**src/rtl/cmt_pkg.sv**
```systemverilog
package cmt_pkg;

  typedef enum logic [2:0] {
    SRC_OFF_LO   = 3'd0,
    SRC_DIV_A    = 3'd1,
    SRC_DIV_B    = 3'd2,
    SRC_DIV_C    = 3'd3,
    SRC_OFF_HI   = 3'd4,
    SRC_EXT_RISE = 3'd5,
    SRC_EXT_FALL = 3'd6,
    SRC_EXT_BOTH = 3'd7
  } src_sel_e;

  localparam logic [2:0] ADR_CTRL  = 3'd0;
  localparam logic [2:0] ADR_STAT  = 3'd1;
  localparam logic [2:0] ADR_CMPA  = 3'd2;
  localparam logic [2:0] ADR_CMPB  = 3'd3;
  localparam logic [2:0] ADR_COUNT = 3'd4;

  // status bit positions
  localparam int ST_FB  = 7;
  localparam int ST_FA  = 6;
  localparam int ST_OVF = 5;
  localparam int ST_ONE = 4;

  function automatic int max3(input int a, input int b, input int c);
    int m;
    m = (a > b) ? a : b;
    return (m > c) ? m : c;
  endfunction

  // choose the count pulse for a given source code
  function automatic logic pick_tick(input src_sel_e sel, input logic [2:0] taps,
                                     input logic rise, input logic fall);
    case (sel)
      SRC_DIV_A:    return taps[0];
      SRC_DIV_B:    return taps[1];
      SRC_DIV_C:    return taps[2];
      SRC_EXT_RISE: return rise;
      SRC_EXT_FALL: return fall;
      SRC_EXT_BOTH: return rise | fall;
      default:      return 1'b0;
    endcase
  endfunction

  // effect of one action code on the output level
  function automatic logic apply_action(input logic [1:0] code, input logic cur);
    case (code)
      2'b01:   return 1'b0;
      2'b10:   return 1'b1;
      2'b11:   return ~cur;
      default: return cur;
    endcase
  endfunction

  // B wins when both match and B carries a nonzero action
  function automatic logic next_out(input logic hit_a, input logic hit_b,
                                    input logic [1:0] act_a, input logic [1:0] act_b,
                                    input logic cur);
    if (hit_b && act_b != 2'b00) return apply_action(act_b, cur);
    if (hit_a)                   return apply_action(act_a, cur);
    return cur;
  endfunction

  // sticky flag: hardware set beats software clear
  function automatic logic flag_next(input logic cur, input logic set_ev, input logic clr_ev);
    return set_ev | (cur & ~clr_ev);
  endfunction

endpackage

```
**src/rtl/cmt_prescaler.sv**
```systemverilog
module cmt_prescaler #(
  parameter int LOG_A = 3,
  parameter int LOG_B = 6,
  parameter int LOG_C = 10
) (
  input  logic       clk,
  input  logic       rst_n,
  output logic [2:0] tap_pulse
);
  import cmt_pkg::*;

  localparam int PW = max3(LOG_A, LOG_B, LOG_C);

  logic [PW-1:0] div_q;

  always_ff @(posedge clk or negedge rst_n) begin
    if (!rst_n) div_q <= '0;
    else        div_q <= div_q + 1'b1;
  end

  for (genvar g = 0; g < 3; g++) begin : g_tap
    localparam int TL = (g == 0) ? LOG_A : ((g == 1) ? LOG_B : LOG_C);
    assign tap_pulse[g] = &div_q[TL-1:0];
  end

endmodule

```
**src/rtl/cmt_extedge.sv**
```systemverilog
module cmt_extedge #(
  parameter int STAGES = 2
) (
  input  logic clk,
  input  logic rst_n,
  input  logic ext_in,
  output logic rise,
  output logic fall
);
  logic [STAGES:0] chain_q;
  logic            now_lvl;
  logic            old_lvl;

  always_ff @(posedge clk or negedge rst_n) begin
    if (!rst_n) chain_q <= '0;
    else        chain_q <= {chain_q[STAGES-1:0], ext_in};
  end

  assign now_lvl = chain_q[STAGES-1];
  assign old_lvl = chain_q[STAGES];
  assign rise    = now_lvl & ~old_lvl;
  assign fall    = ~now_lvl & old_lvl;

endmodule

```
**src/rtl/cmt_core.sv**
```systemverilog
module cmt_core #(
  parameter int CNT_W = 8
) (
  input  logic             clk,
  input  logic             rst_n,
  input  logic             tick,
  input  logic             cnt_wr,
  input  logic [CNT_W-1:0] cnt_wdata,
  input  logic [CNT_W-1:0] cmp_a,
  input  logic [CNT_W-1:0] cmp_b,
  input  logic [1:0]       act_a,
  input  logic [1:0]       act_b,
  input  logic             st_wr,
  input  logic [2:0]       st_keep,   // {B, A, OVF} bits as written
  output logic [CNT_W-1:0] count,
  output logic             flag_a,
  output logic             flag_b,
  output logic             flag_ovf,
  output logic             tmo,
  output logic             evt_a,
  output logic             evt_b,
  output logic             evt_ovf
);
  import cmt_pkg::*;

  logic upd_q;
  logic clr_a, clr_b, clr_ovf;

  assign evt_ovf = tick & ~cnt_wr & (count == {CNT_W{1'b1}});
  assign evt_a   = upd_q & (count == cmp_a);
  assign evt_b   = upd_q & (count == cmp_b);

  assign clr_b   = st_wr & ~st_keep[2];
  assign clr_a   = st_wr & ~st_keep[1];
  assign clr_ovf = st_wr & ~st_keep[0];

  always_ff @(posedge clk or negedge rst_n) begin
    if (!rst_n) begin
      count <= '0;
      upd_q <= 1'b0;
    end else begin
      upd_q <= tick | cnt_wr;
      if (cnt_wr)    count <= cnt_wdata;
      else if (tick) count <= count + 1'b1;
    end
  end

  always_ff @(posedge clk or negedge rst_n) begin
    if (!rst_n) begin
      flag_a   <= 1'b0;
      flag_b   <= 1'b0;
      flag_ovf <= 1'b0;
      tmo      <= 1'b0;
    end else begin
      flag_a   <= flag_next(flag_a, evt_a, clr_a);
      flag_b   <= flag_next(flag_b, evt_b, clr_b);
      flag_ovf <= flag_next(flag_ovf, evt_ovf, clr_ovf);
      tmo      <= next_out(evt_a, evt_b, act_a, act_b, tmo);
    end
  end

endmodule

```
**src/rtl/cmt8_timer.sv**
```systemverilog
module cmt8_timer #(
  parameter int CNT_W    = 8,
  parameter int DIV_LOG1 = 3,
  parameter int DIV_LOG2 = 6,
  parameter int DIV_LOG3 = 10,
  parameter int SYNC_N   = 2
) (
  input  logic             clk,
  input  logic             rst_n,
  input  logic             bus_sel,
  input  logic             bus_wr,
  input  logic [2:0]       bus_addr,
  input  logic [CNT_W-1:0] bus_wdata,
  output logic [CNT_W-1:0] bus_rdata,
  input  logic             ext_clk,
  output logic             tmr_out,
  output logic             irq_cmpa,
  output logic             irq_cmpb,
  output logic             irq_ovf
);
  import cmt_pkg::*;

  localparam logic [CNT_W-1:0] CMP_INIT = {CNT_W{1'b1}};

  logic             wr_en;
  logic             st_wr, cnt_wr;
  src_sel_e         cks;
  logic [CNT_W-1:0] cmp_a, cmp_b, count;
  logic [1:0]       act_a, act_b;
  logic [2:0]       taps;
  logic             rise, fall, tick;
  logic             flag_a, flag_b, flag_ovf, tmo;
  logic             evt_a, evt_b, evt_ovf;
  logic [7:0]       status;

  assign wr_en  = bus_sel & bus_wr;
  assign st_wr  = wr_en & (bus_addr == ADR_STAT);
  assign cnt_wr = wr_en & (bus_addr == ADR_COUNT);

  always_ff @(posedge clk or negedge rst_n) begin
    if (!rst_n) begin
      cks   <= SRC_OFF_LO;
      cmp_a <= CMP_INIT;
      cmp_b <= CMP_INIT;
      act_a <= 2'b00;
      act_b <= 2'b00;
    end else if (wr_en) begin
      case (bus_addr)
        ADR_CTRL: cks   <= src_sel_e'(bus_wdata[2:0]);
        ADR_CMPA: cmp_a <= bus_wdata;
        ADR_CMPB: cmp_b <= bus_wdata;
        ADR_STAT: begin
          act_b <= bus_wdata[3:2];
          act_a <= bus_wdata[1:0];
        end
        default: ;
      endcase
    end
  end

  cmt_prescaler #(.LOG_A(DIV_LOG1), .LOG_B(DIV_LOG2), .LOG_C(DIV_LOG3)) u_pre (
    .clk       (clk),
    .rst_n     (rst_n),
    .tap_pulse (taps)
  );

  cmt_extedge #(.STAGES(SYNC_N)) u_ext (
    .clk    (clk),
    .rst_n  (rst_n),
    .ext_in (ext_clk),
    .rise   (rise),
    .fall   (fall)
  );

  assign tick = pick_tick(cks, taps, rise, fall);

  cmt_core #(.CNT_W(CNT_W)) u_core (
    .clk       (clk),
    .rst_n     (rst_n),
    .tick      (tick),
    .cnt_wr    (cnt_wr),
    .cnt_wdata (bus_wdata),
    .cmp_a     (cmp_a),
    .cmp_b     (cmp_b),
    .act_a     (act_a),
    .act_b     (act_b),
    .st_wr     (st_wr),
    .st_keep   ({bus_wdata[ST_FB], bus_wdata[ST_FA], bus_wdata[ST_OVF]}),
    .count     (count),
    .flag_a    (flag_a),
    .flag_b    (flag_b),
    .flag_ovf  (flag_ovf),
    .tmo       (tmo),
    .evt_a     (evt_a),
    .evt_b     (evt_b),
    .evt_ovf   (evt_ovf)
  );

  assign status = {flag_b, flag_a, flag_ovf, 1'b1, act_b, act_a};

  always_comb begin
    bus_rdata = '0;
    case (bus_addr)
      ADR_CTRL:  bus_rdata = CNT_W'(cks);
      ADR_STAT:  bus_rdata = CNT_W'(status);
      ADR_CMPA:  bus_rdata = cmp_a;
      ADR_CMPB:  bus_rdata = cmp_b;
      ADR_COUNT: bus_rdata = count;
      default:   bus_rdata = '0;
    endcase
  end

  assign tmr_out  = tmo;
  assign irq_cmpa = flag_a;
  assign irq_cmpb = flag_b;
  assign irq_ovf  = flag_ovf;

endmodule

```
**config.mk**
```make
export PLATFORM = sky130hd
export DESIGN_NAME = cmt8_timer
export DESIGN_NICKNAME = d
export VERILOG_FILES = /design/src/rtl/cmt_pkg.sv /design/src/rtl/cmt_prescaler.sv /design/src/rtl/cmt_extedge.sv /design/src/rtl/cmt_core.sv /design/src/rtl/cmt8_timer.sv
export SDC_FILE = /design/constraint.sdc
export NUM_CORES = 1
export LEC_CHECK = 0
export BUFFER_PORTS_ARGS = -buffer_cell sky130_fd_sc_hd__buf_2
export CAP_MARGIN = 10
export CORE_UTILIZATION = 30
export CTS_CLUSTER_SIZE = 8
export DETAILED_ROUTE_END_ITERATION = 10
export GPL_ROUTABILITY_DRIVEN = 0
export PLACE_DENSITY = 0.45
export SLEW_MARGIN = 40
export SYNTH_ARGS = -nofsm -noshare
export SYNTH_HDL_FRONTEND = slang
export SYNTH_HIERARCHICAL = 1
export SYNTH_SLANG_ARGS = --single-unit
```
**constraint.sdc**
```tcl
create_clock -name clk -period 3.6 [get_ports clk]
set_clock_uncertainty 0.2 [all_clocks]
set_input_delay 0.54 -clock clk [delete_from_list [all_inputs] [get_ports clk]]
set_output_delay 0.54 -clock clk [all_outputs]
set_load 0.03 [all_outputs]
```
==> summary.txt <==
Outcome
  – Status: finished clean

Die
  – Die ar.: 9370 µm²
  – Io pins: 28
  – Initial Util: 0.309
  – Die height: 96.8 µm
  – Die width: 96.8 µm
  – Core region area: 8720 µm²
  – Site row count: 34

Setup path
  – Data arrival time of the worst path: 2.71 ns
  – Critical path startpoint category: register
  – Kind of critical path: reg2reg
  – Critical path capture point type: register
  – Critical Path RT: 3.60 ns
  – Max FO, Critical Path: 6
  – Setup slack, reg-to-reg: 0.89 ns

Power and ir drop
  – Power per Cell Area: 604 nW/µm²
  – Sw frac: 0.374
  – Flop pwr share: 0.502
  – Leak: 1.21 nW
  – Cell internal pwr: 1.14 mW
  – Comb power frac: 0.310
  – Net Sw Power: 0.679 mW
  – VDD IR max: 191 µV
  – Clock power share: 0.188

Clock tree
  – Post-CTS setup repair buffer count: 0
  – Clock tree sinks: 49
  – Hold buffer count at cts: 0
  – Post-CTS sizing: 0
  – CTS tree: yes
  – Clock transition at the registers of the reported paths: 0.10 ns
  – Clock Path Buffers: 2
  – Clk Latency, worst-skew pair: 0.31 ns
  – H-tree depth reported by CTS: 2
  – TritonCTS Buffers: 5
  – Clock root buffer: clkbuf_8

Placement
  – HPWL after DPL: 4630 µm
  – Port buffer count: 27
  – Pre-CTS setup slack: 0.854 ns
  – Placed cell count: 361

Cells and area
  – Commonest non-fill, non-tap cell in the layout: dfrtp_1
  – Most frequent cells in the layout: 33 x dfrtp_1, 26 x mux2_2, 26 x buf_2
  – Layout cells sized above 1: 0.378
  – N_diodes: 0
  – Synth-to-Final Area Change: 11.7%
  – Layout Utilization: 0.345
  – Final nets: 280
  – Non-Filler Instances: 370

Synthesis
  – Synth warnings: 6
  – Post-Syn Area: 2700 µm²
  – Mapped Nets: 255
  – Syn Area/Cell: 11.4 µm²
  – Synth Instances: 236

Detailed routing
  – DR vias: 1813
  – Number of iterations in the first detailed-routing pass: 4
  – Initial drt markers: 82
  – Via density per instance: 4.90
  – Detail Route Antenna Nets: 0
  – Routed wire length: 6150 µm
  – Wire length per cell: 16.6 µm
  – DRC violations left: 0

STA
  – Fmax: 369 MHz
  – Tightest Pin Transition: 0.618 ns
  – Final Hold Fails: 0
  – # setup viols final: 0
  – Post-Route Setup TNS: 0 ns
  – Fin. max-slew vios: 0
  – Fin crit period: 2.71 ns
  – Max-Slew Margin vs Limit: 0.588
  – Tcrit/Tclk final: 0.753
  – Unrepaired setup endpoints after global routing: false
  – Setup ws final: 0.889 ns

Job
  – Max-cap violations: 0

Global routing
  – Vias in the first global route: 1838
  – GRT Overall Usage: 0.141
  – Largest net degree at the start of global routing: 35
  – GRT overflow: 0
  – First-pass GRT wire length: 10200 µm
  – Antenna violations before repair: 0

Worst hold path
  – HP Class: in2reg
==> flip-flops by register name, indices dropped and copies added, names as in the netlist <==
signal,flops
act_a,2
u_core/count,8
cmp_a,8
cmp_b,8
cks,3
u_pre/div_q,10
u_core/flag_b,1
u_core/upd_q,1
act_b,2
u_core/tmo,1
u_ext/chain_q,3
u_core/flag_a,1
u_core/flag_ovf,1
==> layout make-up <==
class / count / area (µm²)
Timing Repair Buffer: 30 / 163
Fill cell: 883 / 5710
Multi-Input combinational cell: 168 / 1350
Clock buffer: 5 / 68.8
Tap cell: 108 / 135
Sequential cell: 49 / 1250
Inverter: 7 / 26.3
Clock inverter: 3 / 25.0
==> worst max-delay path, stage by stage, from the launching register on <==
cell	delay, ns
dfrtp_1	0.40
ha_1	0.21
nand2_1	0.11
nor4_1	0.18
mux2_2	0.19
nand2_1	0.05
a22oi_1	0.48
nand4_2	0.19
nor2_1	0.20
and3_1	0.20
xnor2_1	0.12
o21ai_1	0.07
==> power by group through the flow <==
stage          Sequential (mW)  Clock, mW  Combinational, mW
2_1_floorplan            0.857          0              0.492
3_3_place_gp             0.929          0              0.564
3_5_place_dp             0.924          0              0.564
4_1_cts                  0.914      0.364              0.568
5_1_grt                  0.942      0.383              0.617
6_report                 0.912      0.341              0.564
==> layer usage <==
layer / GRT usage / wire, µm
met1: 0.203 / 3110
met5: 0 / 0
met2: 0.210 / 2770
met4: 0.0517 / 112
met3: 0.0267 / 163
==> through the flow <==
stage          hold slack, ns  instance area [µm²]  power, mW
2_1_floorplan          0.0444                 2700       1.35
3_5_place_dp            0.137                 2900       1.49
6_report                0.133                 3010       1.82
5_1_grt                 0.119                 3010       1.94
4_1_cts                 0.118                 3000       1.85
3_3_place_gp            0.135                 2900       1.49
==> final timing paths <==
path                                  startpoint                to  cells past startpoint
worst max-delay path              u_pre/div_q[0]   u_core/count[7]                     11
worst min-delay path                     ext_clk  u_ext/chain_q[0]                      1
worst max register to register    u_pre/div_q[0]   u_core/count[7]                     11
worst min register to register  u_ext/chain_q[0]  u_ext/chain_q[1]                      0
max in group asynchronous                  rst_n          cmp_a[1]                      3
min in group asynchronous                  rst_n     u_core/flag_b                      2
No activity file was read; power rests on OpenSTA's default activity.
